==> config.mk <==
export PLATFORM = sky130hd
export DESIGN_NAME = dbch_regfile
export DESIGN_NICKNAME = d
export VERILOG_FILES = /design/src/rtl/dbch_pkg.sv /design/src/rtl/dbch_decode.sv /design/src/rtl/dbch_status_next.sv /design/src/rtl/dbch_readmux.sv /design/src/rtl/dbch_regfile.sv
export SDC_FILE = /design/constraint.sdc
export NUM_CORES = 1
export LEC_CHECK = 0
export BUFFER_PORTS_ARGS = -buffer_cell sky130_fd_sc_hd__buf_2
export CAP_MARGIN = 20
export CORE_MARGIN = 4
export CORE_UTILIZATION = 34
export DETAILED_ROUTE_END_ITERATION = 6
export PLACE_DENSITY = 0.57
export SETUP_SLACK_MARGIN = 0.02
export SYNTH_ARGS = -nofsm -noshare
export SYNTH_HDL_FRONTEND = slang
export SYNTH_SLANG_ARGS = --single-unit
export TNS_END_PERCENT = 5
==> constraint.sdc <==
create_clock -name clk -period 7.3 [get_ports clk]
set_input_delay 2.19 -clock clk [delete_from_list [all_inputs] [get_ports clk]]
set_output_delay 2.19 -clock clk [all_outputs]
set_load 0.02 [all_outputs]
==> src/rtl/dbch_pkg.sv <==
package dbch_pkg;
  localparam int REG_W   = 32;
  localparam int IDX_W   = 6;
  localparam int NREG    = 7;
  localparam int ALIGN_B = 4;

  localparam int IDX_CTRL = 0;
  localparam int IDX_STAT = 1;
  localparam int IDX_PHI  = 2;
  localparam int IDX_PLO  = 3;
  localparam int IDX_ISEL = 4;
  localparam int IDX_BSEL = 5;
  localparam int IDX_WSEL = 6;

  localparam int B_RUN    = 15;
  localparam int B_PAUSE  = 14;
  localparam int B_FLUSH  = 13;
  localparam int B_WAKE   = 12;
  localparam int B_DEAD   = 11;
  localparam int B_ACTIVE = 10;

  localparam logic [15:0] WRITABLE = 16'hF0FF;

  // masked merge of control value into the status word
  function automatic logic [REG_W-1:0] merge_ctrl(input logic [REG_W-1:0] old_s,
                                                  input logic [REG_W-1:0] ctrl);
    logic [15:0] en;
    logic [15:0] val;
    en  = ctrl[31:16];
    val = ctrl[15:0] & WRITABLE;
    return {old_s[31:16], (val & en) | (old_s[15:0] & ~en)};
  endfunction

  function automatic logic [REG_W-1:0] align_ptr(input logic [REG_W-1:0] p);
    return {p[REG_W-1:ALIGN_B], {ALIGN_B{1'b0}}};
  endfunction
endpackage

==> src/rtl/dbch_decode.sv <==
module dbch_decode #(
  parameter int IDX_W = 6,
  parameter int NREG  = 7
) (
  input  logic [IDX_W-1:0] idx,
  output logic [NREG-1:0]  sel
);
  for (genvar g = 0; g < NREG; g++) begin : g_sel
    assign sel[g] = (idx == IDX_W'(g));
  end
endmodule

==> src/rtl/dbch_status_next.sv <==
module dbch_status_next
  import dbch_pkg::*;
(
  input  logic [REG_W-1:0] old_s,
  input  logic [REG_W-1:0] ctrl,
  output logic [REG_W-1:0] new_s,
  output logic             run_fall,
  output logic             flush_evt,
  output logic             kick_evt
);
  logic [REG_W-1:0] s;
  logic             fl_on_stop;

  always_comb begin
    s = merge_ctrl(old_s, ctrl);
    if (s[B_WAKE]) s[B_ACTIVE] = 1'b1;
    if (s[B_RUN]) begin
      s[B_ACTIVE] = 1'b1;
      s[B_DEAD]   = 1'b0;
    end
    if (s[B_PAUSE]) s[B_ACTIVE] = 1'b0;
    run_fall   = old_s[B_RUN] & ~s[B_RUN];
    fl_on_stop = 1'b0;
    if (run_fall) begin
      s[B_ACTIVE] = 1'b0;
      s[B_DEAD]   = 1'b0;
      if (s[B_FLUSH]) begin
        fl_on_stop = 1'b1;
        s[B_FLUSH] = 1'b0;
      end
    end
    new_s     = s;
    kick_evt  = s[B_ACTIVE];
    flush_evt = fl_on_stop | s[B_FLUSH];
  end
endmodule

==> src/rtl/dbch_readmux.sv <==
module dbch_readmux
  import dbch_pkg::*;
(
  input  logic             rd_en,
  input  logic [NREG-1:0]  sel,
  input  logic [REG_W-1:0] stat,
  input  logic [REG_W-1:0] ptr,
  input  logic [REG_W-1:0] isel,
  input  logic [REG_W-1:0] bsel,
  input  logic [REG_W-1:0] wsel,
  output logic [REG_W-1:0] rdata
);
  always_comb begin
    rdata = '0;
    if (rd_en) begin
      if (sel[IDX_CTRL] || sel[IDX_PHI]) rdata = '0;
      else if (sel[IDX_STAT])            rdata = stat;
      else if (sel[IDX_PLO])             rdata = ptr;
      else if (sel[IDX_ISEL])            rdata = isel;
      else if (sel[IDX_BSEL])            rdata = bsel;
      else if (sel[IDX_WSEL])            rdata = wsel;
    end
  end
endmodule

==> src/rtl/dbch_regfile.sv <==
module dbch_regfile
  import dbch_pkg::*;
(
  input  logic             clk,
  input  logic             rst_n,
  input  logic             wr_en,
  input  logic             rd_en,
  input  logic [5:0]       waddr,
  input  logic [31:0]      wdata,
  output logic [31:0]      rdata,
  output logic [31:0]      status,
  output logic             kick,
  output logic             flush_req,
  output logic             fetch_req,
  output logic [31:0]      fetch_ptr
);
  logic [NREG-1:0]  sel;
  logic [REG_W-1:0] stat_q, ptr_q, isel_q, bsel_q, wsel_q;
  logic [REG_W-1:0] stat_ctrl;
  logic             run_fall, flush_evt, kick_evt;
  logic             ctrl_wr, ptr_wr, ptr_locked;

  dbch_decode #(.IDX_W(IDX_W), .NREG(NREG)) u_dec (.idx(waddr), .sel(sel));

  dbch_status_next u_snext (
    .old_s(stat_q), .ctrl(wdata), .new_s(stat_ctrl),
    .run_fall(run_fall), .flush_evt(flush_evt), .kick_evt(kick_evt)
  );

  assign ctrl_wr    = wr_en & sel[IDX_CTRL];
  assign ptr_locked = stat_q[B_ACTIVE];
  assign ptr_wr     = wr_en & sel[IDX_PLO] & ~ptr_locked;

  always_ff @(posedge clk) begin
    if (!rst_n) begin
      stat_q    <= '0;
      ptr_q     <= '0;
      isel_q    <= '0;
      bsel_q    <= '0;
      wsel_q    <= '0;
      kick      <= 1'b0;
      flush_req <= 1'b0;
      fetch_req <= 1'b0;
    end else begin
      kick      <= ctrl_wr & kick_evt;
      flush_req <= ctrl_wr & flush_evt;
      fetch_req <= ptr_wr;
      if (ctrl_wr)                 stat_q <= stat_ctrl;
      if (wr_en && sel[IDX_STAT])  stat_q <= wdata;
      if (ptr_wr)                  ptr_q  <= align_ptr(wdata);
      if (wr_en && sel[IDX_ISEL])  isel_q <= wdata;
      if (wr_en && sel[IDX_BSEL])  bsel_q <= wdata;
      if (wr_en && sel[IDX_WSEL])  wsel_q <= wdata;
    end
  end

  dbch_readmux u_rmux (
    .rd_en(rd_en), .sel(sel), .stat(stat_q), .ptr(ptr_q),
    .isel(isel_q), .bsel(bsel_q), .wsel(wsel_q), .rdata(rdata)
  );

  assign status    = stat_q;
  assign fetch_ptr = ptr_q;

  AST_CTRL_READS_ZERO: assert property (@(posedge clk) disable iff (!rst_n)
    (rd_en && waddr == 6'(IDX_CTRL)) |-> rdata == '0);
  AST_PTR_LOCKED: assert property (@(posedge clk) disable iff (!rst_n)
    (wr_en && waddr == 6'(IDX_PLO) && status[B_ACTIVE]) |=> $stable(fetch_ptr) && !fetch_req);
  AST_PTR_ALIGNED: assert property (@(posedge clk) disable iff (!rst_n)
    fetch_ptr[ALIGN_B-1:0] == '0);
  AST_RUN_CLEARS_DEAD: assert property (@(posedge clk) disable iff (!rst_n)
    (wr_en && waddr == 6'(IDX_CTRL)) |=> !(status[B_RUN] && status[B_DEAD]));
  AST_PAUSE_STOPS: assert property (@(posedge clk) disable iff (!rst_n)
    (wr_en && waddr == 6'(IDX_CTRL)) |=> !(status[B_PAUSE] && status[B_ACTIVE]));
  AST_KICK_ACTIVE: assert property (@(posedge clk) disable iff (!rst_n)
    kick |-> status[B_ACTIVE]);
  AST_PULSE_ONE: assert property (@(posedge clk) disable iff (!rst_n)
    (kick || flush_req) |-> $past(wr_en));
  AST_STOP_CLEARS: assert property (@(posedge clk) disable iff (!rst_n)
    ($fell(status[B_RUN]) && $past(wr_en && waddr == 6'(IDX_CTRL))) |->
      !status[B_ACTIVE] && !status[B_DEAD] && !status[B_FLUSH]);
endmodule

# Yosys cells after proc, flatten, opt, wreduce, memory -nomap -nowiden
# Index checks and enable logic that the tools add are counted.
# classes
addsub	0
multipliers	0
div_mod_pow	0
magnitude_cmp	0
n_eq_ne	6
n_shift	0
muxes	16
bitwise_logic	13
n_reduce_logical	7
# op_table
op	n
2-to-1 mux 32 bit	8
bitwise AND 16 bit	2
== test 6 x 3 -> 1 bit (second input constant)	3
2-to-1 mux 16 bit	1
inverter 16 bit	1
bitwise OR 16 bit	1
== test 6 x 2 -> 1 bit (second input constant)	2
bitwise AND 1 bit	6
== test 6 x 1 -> 1 bit (second input constant)	1
logical NOT 6 bit	1
2-to-1 mux 1 bit	5
logical AND 1 bit	4
2-to-1 mux 2 bit	2
inverter 1 bit	2
nonzero test 2 bit	1
logical OR 1 bit	1
bitwise OR 1 bit	1
# word_totals
reg_bits	159
latch_bits	0
ram_bits	0
rom_bits	0
input_bits	42
out_inout_bits	99
elab_cells	51
n_memories	0

# Logic depth before layout (Yosys ltp)
# logic_depth
depth_word	9
mapped_depth	8
depth_no_buf	4

# Modules after synthesis
# A second synthesis with hierarchy kept.
# hier_totals
hier_cells	1053
hier_area_um2	8539.4
# modules_own_cells
module	n_inst	cells_each	area_per_inst_um2	seq_area_each_um2
dbch_regfile	1	740	6107.1	3183.1
dbch_readmux	1	263	2028.2	0.0
dbch_status_next	1	38	324.1	0.0
dbch_decode	1	12	80.1	0.0

# Worst setup path before layout
# No wires, ideal clock.
# synth_path
path_kind	input -> output
from	in waddr[0]
to	out rdata[10]
arrival_ns	3.498
required_ns	5.110
slack_ns	1.612
path_stages	6
n_path_buf	2
cell_sequence	buf_4 -> nor3b_2 -> buf_4 -> and2_1 -> o21ai_0 -> a221oi_1
# synth_between
elab_chain_cells	8
elab_cells_between_ends	15
cone_classes	6 x eq/ne; 7 x mux; 2 x reduce/logical
# synth_rtl
element	line	source
start, declared	dbch_regfile.sv:8	input logic [5:0] waddr,
== test 6 x 3 -> 1 bit	dbch_decode.sv:9	assign sel[g] = (idx == IDX_W'(g));
2-to-1 mux 32 bit	dbch_readmux.sv:21	else if (sel[IDX_WSEL]) rdata = wsel;
2-to-1 mux 32 bit	dbch_readmux.sv:20	else if (sel[IDX_BSEL]) rdata = bsel;
2-to-1 mux 32 bit	dbch_readmux.sv:19	else if (sel[IDX_ISEL]) rdata = isel;
2-to-1 mux 32 bit	dbch_readmux.sv:18	else if (sel[IDX_PLO]) rdata = ptr;
2-to-1 mux 32 bit	dbch_readmux.sv:17	else if (sel[IDX_STAT]) rdata = stat;
2-to-1 mux 32 bit (*)	dbch_readmux.sv:16	if (sel[IDX_CTRL] || sel[IDX_PHI]) rdata = '0;
2-to-1 mux 32 bit (*)	dbch_readmux.sv:15	if (rd_en) begin
end, declared	dbch_regfile.sv:10	output logic [31:0] rdata,
# Mark *: on every way between the ends. The rest lies on a longest branch, timed or not.

# Worst setup path after layout
# layout_path
from	in waddr[0]
to	out rdata[13]
# Same word-level chain as after synthesis.

==> flow_metrics.env <==
export IMPL_status="complete, no violations"
export IMPL_mostFrequentLayoutCells="nand2_1 (298), a21oi_1 (194), dfxtp_1 (159)"
export IMPL_crit_top_cell="buf_2"
export IMPL_drv_slew=0
export IMPL_antenna_left=0
export IMPL_path_clk_slew_ns=0.06
export IMPL_cts_sinks=159
export IMPL_grt_util_all_layers_pct=21.30
export IMPL_tns_ns=0
export IMPL_startpoint="waddr[0]"
export IMPL_total_power_mw=1.952
export IMPL_stdcell_count=1311
export IMPL_cp_start_kind="input pin"
export IMPL_ys_seq_area_share_pct=45.10
export IMPL_grt_pass1_vias=6648
export IMPL_final_common_cell="nand2_1"
export IMPL_finalWeightedCongestion=0.8956
export IMPL_irDropWorstVdd_mv=0.1654
export IMPL_worst_skew_pair_late_latency_ns=0.44
export IMPL_r2r_start="status[10]$_SDFFE_PN0P_"
export IMPL_stdcell_area_sq_um=8499
export IMPL_required_ns=5.11
export IMPL_overflow=0
export IMPL_finalHoldViolations=0
export IMPL_io_pins=141
export IMPL_cts_made_buffers=17
export IMPL_portBuffers=136
export IMPL_worst_slack_ns=0.9103
export IMPL_core_sq_um=20300
export IMPL_dieWidth_um=152.1
export IMPL_hold_class="reg -> reg"
export IMPL_yosys_most_used_dff="dfxtp_1"
export IMPL_syn_inst=933
export IMPL_grt_pass1_wl_um=39160
export IMPL_grt_max_degree=89
export IMPL_cts_hold_buf=0
export IMPL_grt_antenna_before_repair=1
export IMPL_synth_top_area_share_pct=45.10
export IMPL_max_freq_mhz=156.5
export IMPL_drv_cap=0
export IMPL_finalSetupViolations=0
export IMPL_tritoncts="built"
export IMPL_clock_skew_ns=0.004939
export IMPL_dieArea_sq_um=23130
export IMPL_syn_to_final_growth_pct=20.42
export IMPL_crit_chain="buf_2 > nor3b_2 > and2_1 > o21ai_0 > a21oi_1 > buf_2"
export IMPL_drt_iter0_drc=717
export IMPL_crit_path_top_delay_cell="and2_1"
export IMPL_clock_root_buffer="clkbuf_16"
export IMPL_drc=0
export IMPL_post_cts_repair_setup_buffers=0
export IMPL_synth_async_reset_ratio_pct=0
export IMPL_drive_gt1_share_pct=20.75
export IMPL_yosysTopAreaCell="dfxtp_1"
export IMPL_fin_crit_sh_pct=87.53
export IMPL_min_delay_start="bsel_q[29]$_SDFFE_PN0P_"
export IMPL_yosysUniqueCellTypes=41
export IMPL_period_minus_slack_ns=6.390
export IMPL_fp_dieH_um=152.1
export IMPL_wirelength_um=25130
export IMPL_yosysWarnings=0
export IMPL_syn_area_sq_um=7058
export IMPL_crit_path_max_incr_delay_ns=0.66
export IMPL_cpLargestDelayFamily="simple AND/OR/NAND/NOR gates"
export IMPL_rsz0062_at_grt="no"
export IMPL_n_antenna_cell=0
export IMPL_cts_path_max_buffers=2
export IMPL_path_class="in -> out"
export IMPL_arrival_ns=4.20
export IMPL_wire_per_inst_um=19.17
export IMPL_worst_path_buf_inv=2
export IMPL_routed_via_density=5.350
export IMPL_layout_nets=1070
export IMPL_start_util_pct=34.77
export IMPL_synth_edff_count=0
export IMPL_cts_resized=0
export IMPL_syn_avg_cell_area_sq_um=7.565
export IMPL_row_count=52
export IMPL_place_area_sq_um=7859
export IMPL_synth_area_top_cells="dfxtp_1 (45%), nand2_1 (16%), a21oi_1 (14%), o21ai_0 (3.4%), a222oi_1 (2.8%)"
export IMPL_dp_slack_ns=1.004
export IMPL_tightest_slew_ns=0.9591
export IMPL_hpwl_um=16350
export IMPL_cts_htree_levels=4
export IMPL_placedCellCount=1279
export IMPL_holdWs_ns=0.4502
export IMPL_finish_utilization_pct=41.87
export IMPL_drtPass1Iterations=5
export IMPL_leakage_nw=3.099
export IMPL_end_kind="output pin"
export IMPL_slew_headroom_pct=36.06
export IMPL_ys_ff_latch=159
export IMPL_dr_total_vias=7014
export IMPL_cp_max_fo=11
export IMPL_powerDensity_nw_per_um2=229.7
-- final cells by class --
| class | count | area, sq um |
|---|---|---|
| fillers | 2144 | 11800 |
| flip-flops and latches | 159 | 3183 |
| well taps | 270 | 337.8 |
| inverters | 18 | 70.07 |
| clock inverters | 12 | 183.9 |
| multi-input cells | 678 | 3440 |
| repair buffers | 154 | 828.3 |
| clock buffers | 20 | 456.7 |
-- kinds of logic (layout without fill, tap and decap cells) --
family,count (synthesis),in the layout,share of synthesized area (%)
compound gates,286,286,22.83
other cells,1,4,0.05313
simple gates,369,369,22.39
buf+inv,99,204,6.648
mux,19,19,2.978
flops,159,159,45.10
-- power breakdown --
group	switching (mW)	leakage [nW]	internal [mW]
sequential	0.00232	1.28	0.871
clock	0.377	0.295	0.593
combinational	0.0814	1.52	0.0281
total	0.460	3.10	1.49
-- layer usage --
| metal | up-vias | share of wire [%] | track usage (%) | routed length (um) |
|---|---|---|---|---|
| li1 | 3358 | - | - | - |
| met1 | 3344 | 44 | 28.80 | 10970 |
| met2 | 273 | 47 | 33.98 | 11720 |
| met3 | 37 | 7.5 | 4.608 | 1888 |
| met4 | 2 | 2.2 | 6.978 | 542 |
| met5 | - | 0.036 | 0 | 9 |
-- Yosys cell counts (all sizes together), types with 2 or more instances --
master and number:
a21oi 194, a222oi 20, and2 7, and3 5
and3b 2, buf 35, clkbuf 46, dfxtp 159
inv 18, mux2 16, mux2i 3, nand2 299
nand3 10, nand3b 10, nor2 14, nor2b 12
nor3 3, nor3b 2, nor4b 2, o211ai 2
o21ai 51, o221ai 11
-- final timing paths --
kind | to | slack, ns | cells past startpoint
worst max-delay path | rdata[13] | 0.91 | 6
worst min-delay path | bsel_q[29]$_SDFFE_PN0P_ | 0.45 | 2
worst max register to register | fetch_ptr[13]$_SDFFE_PN0P_ | 5.51 | 5
worst min register to register | bsel_q[29]$_SDFFE_PN0P_ | 0.45 | 2
-- flip-flops by register name, summed over array words and instances (netlist names), named ones only --
signal	cells
bsel_q	32
isel_q	32
wsel_q	32
fetch_ptr	28
status	24
fetch_req	1
flush_req	1
kick	1
-- worst min-delay path, stage by stage (launching register included) --
cell     delay [ns]
dfxtp_1        0.30
nand2_1        0.05
a21oi_1        0.05
Note: power is estimated with default switching activity, not from simulation.
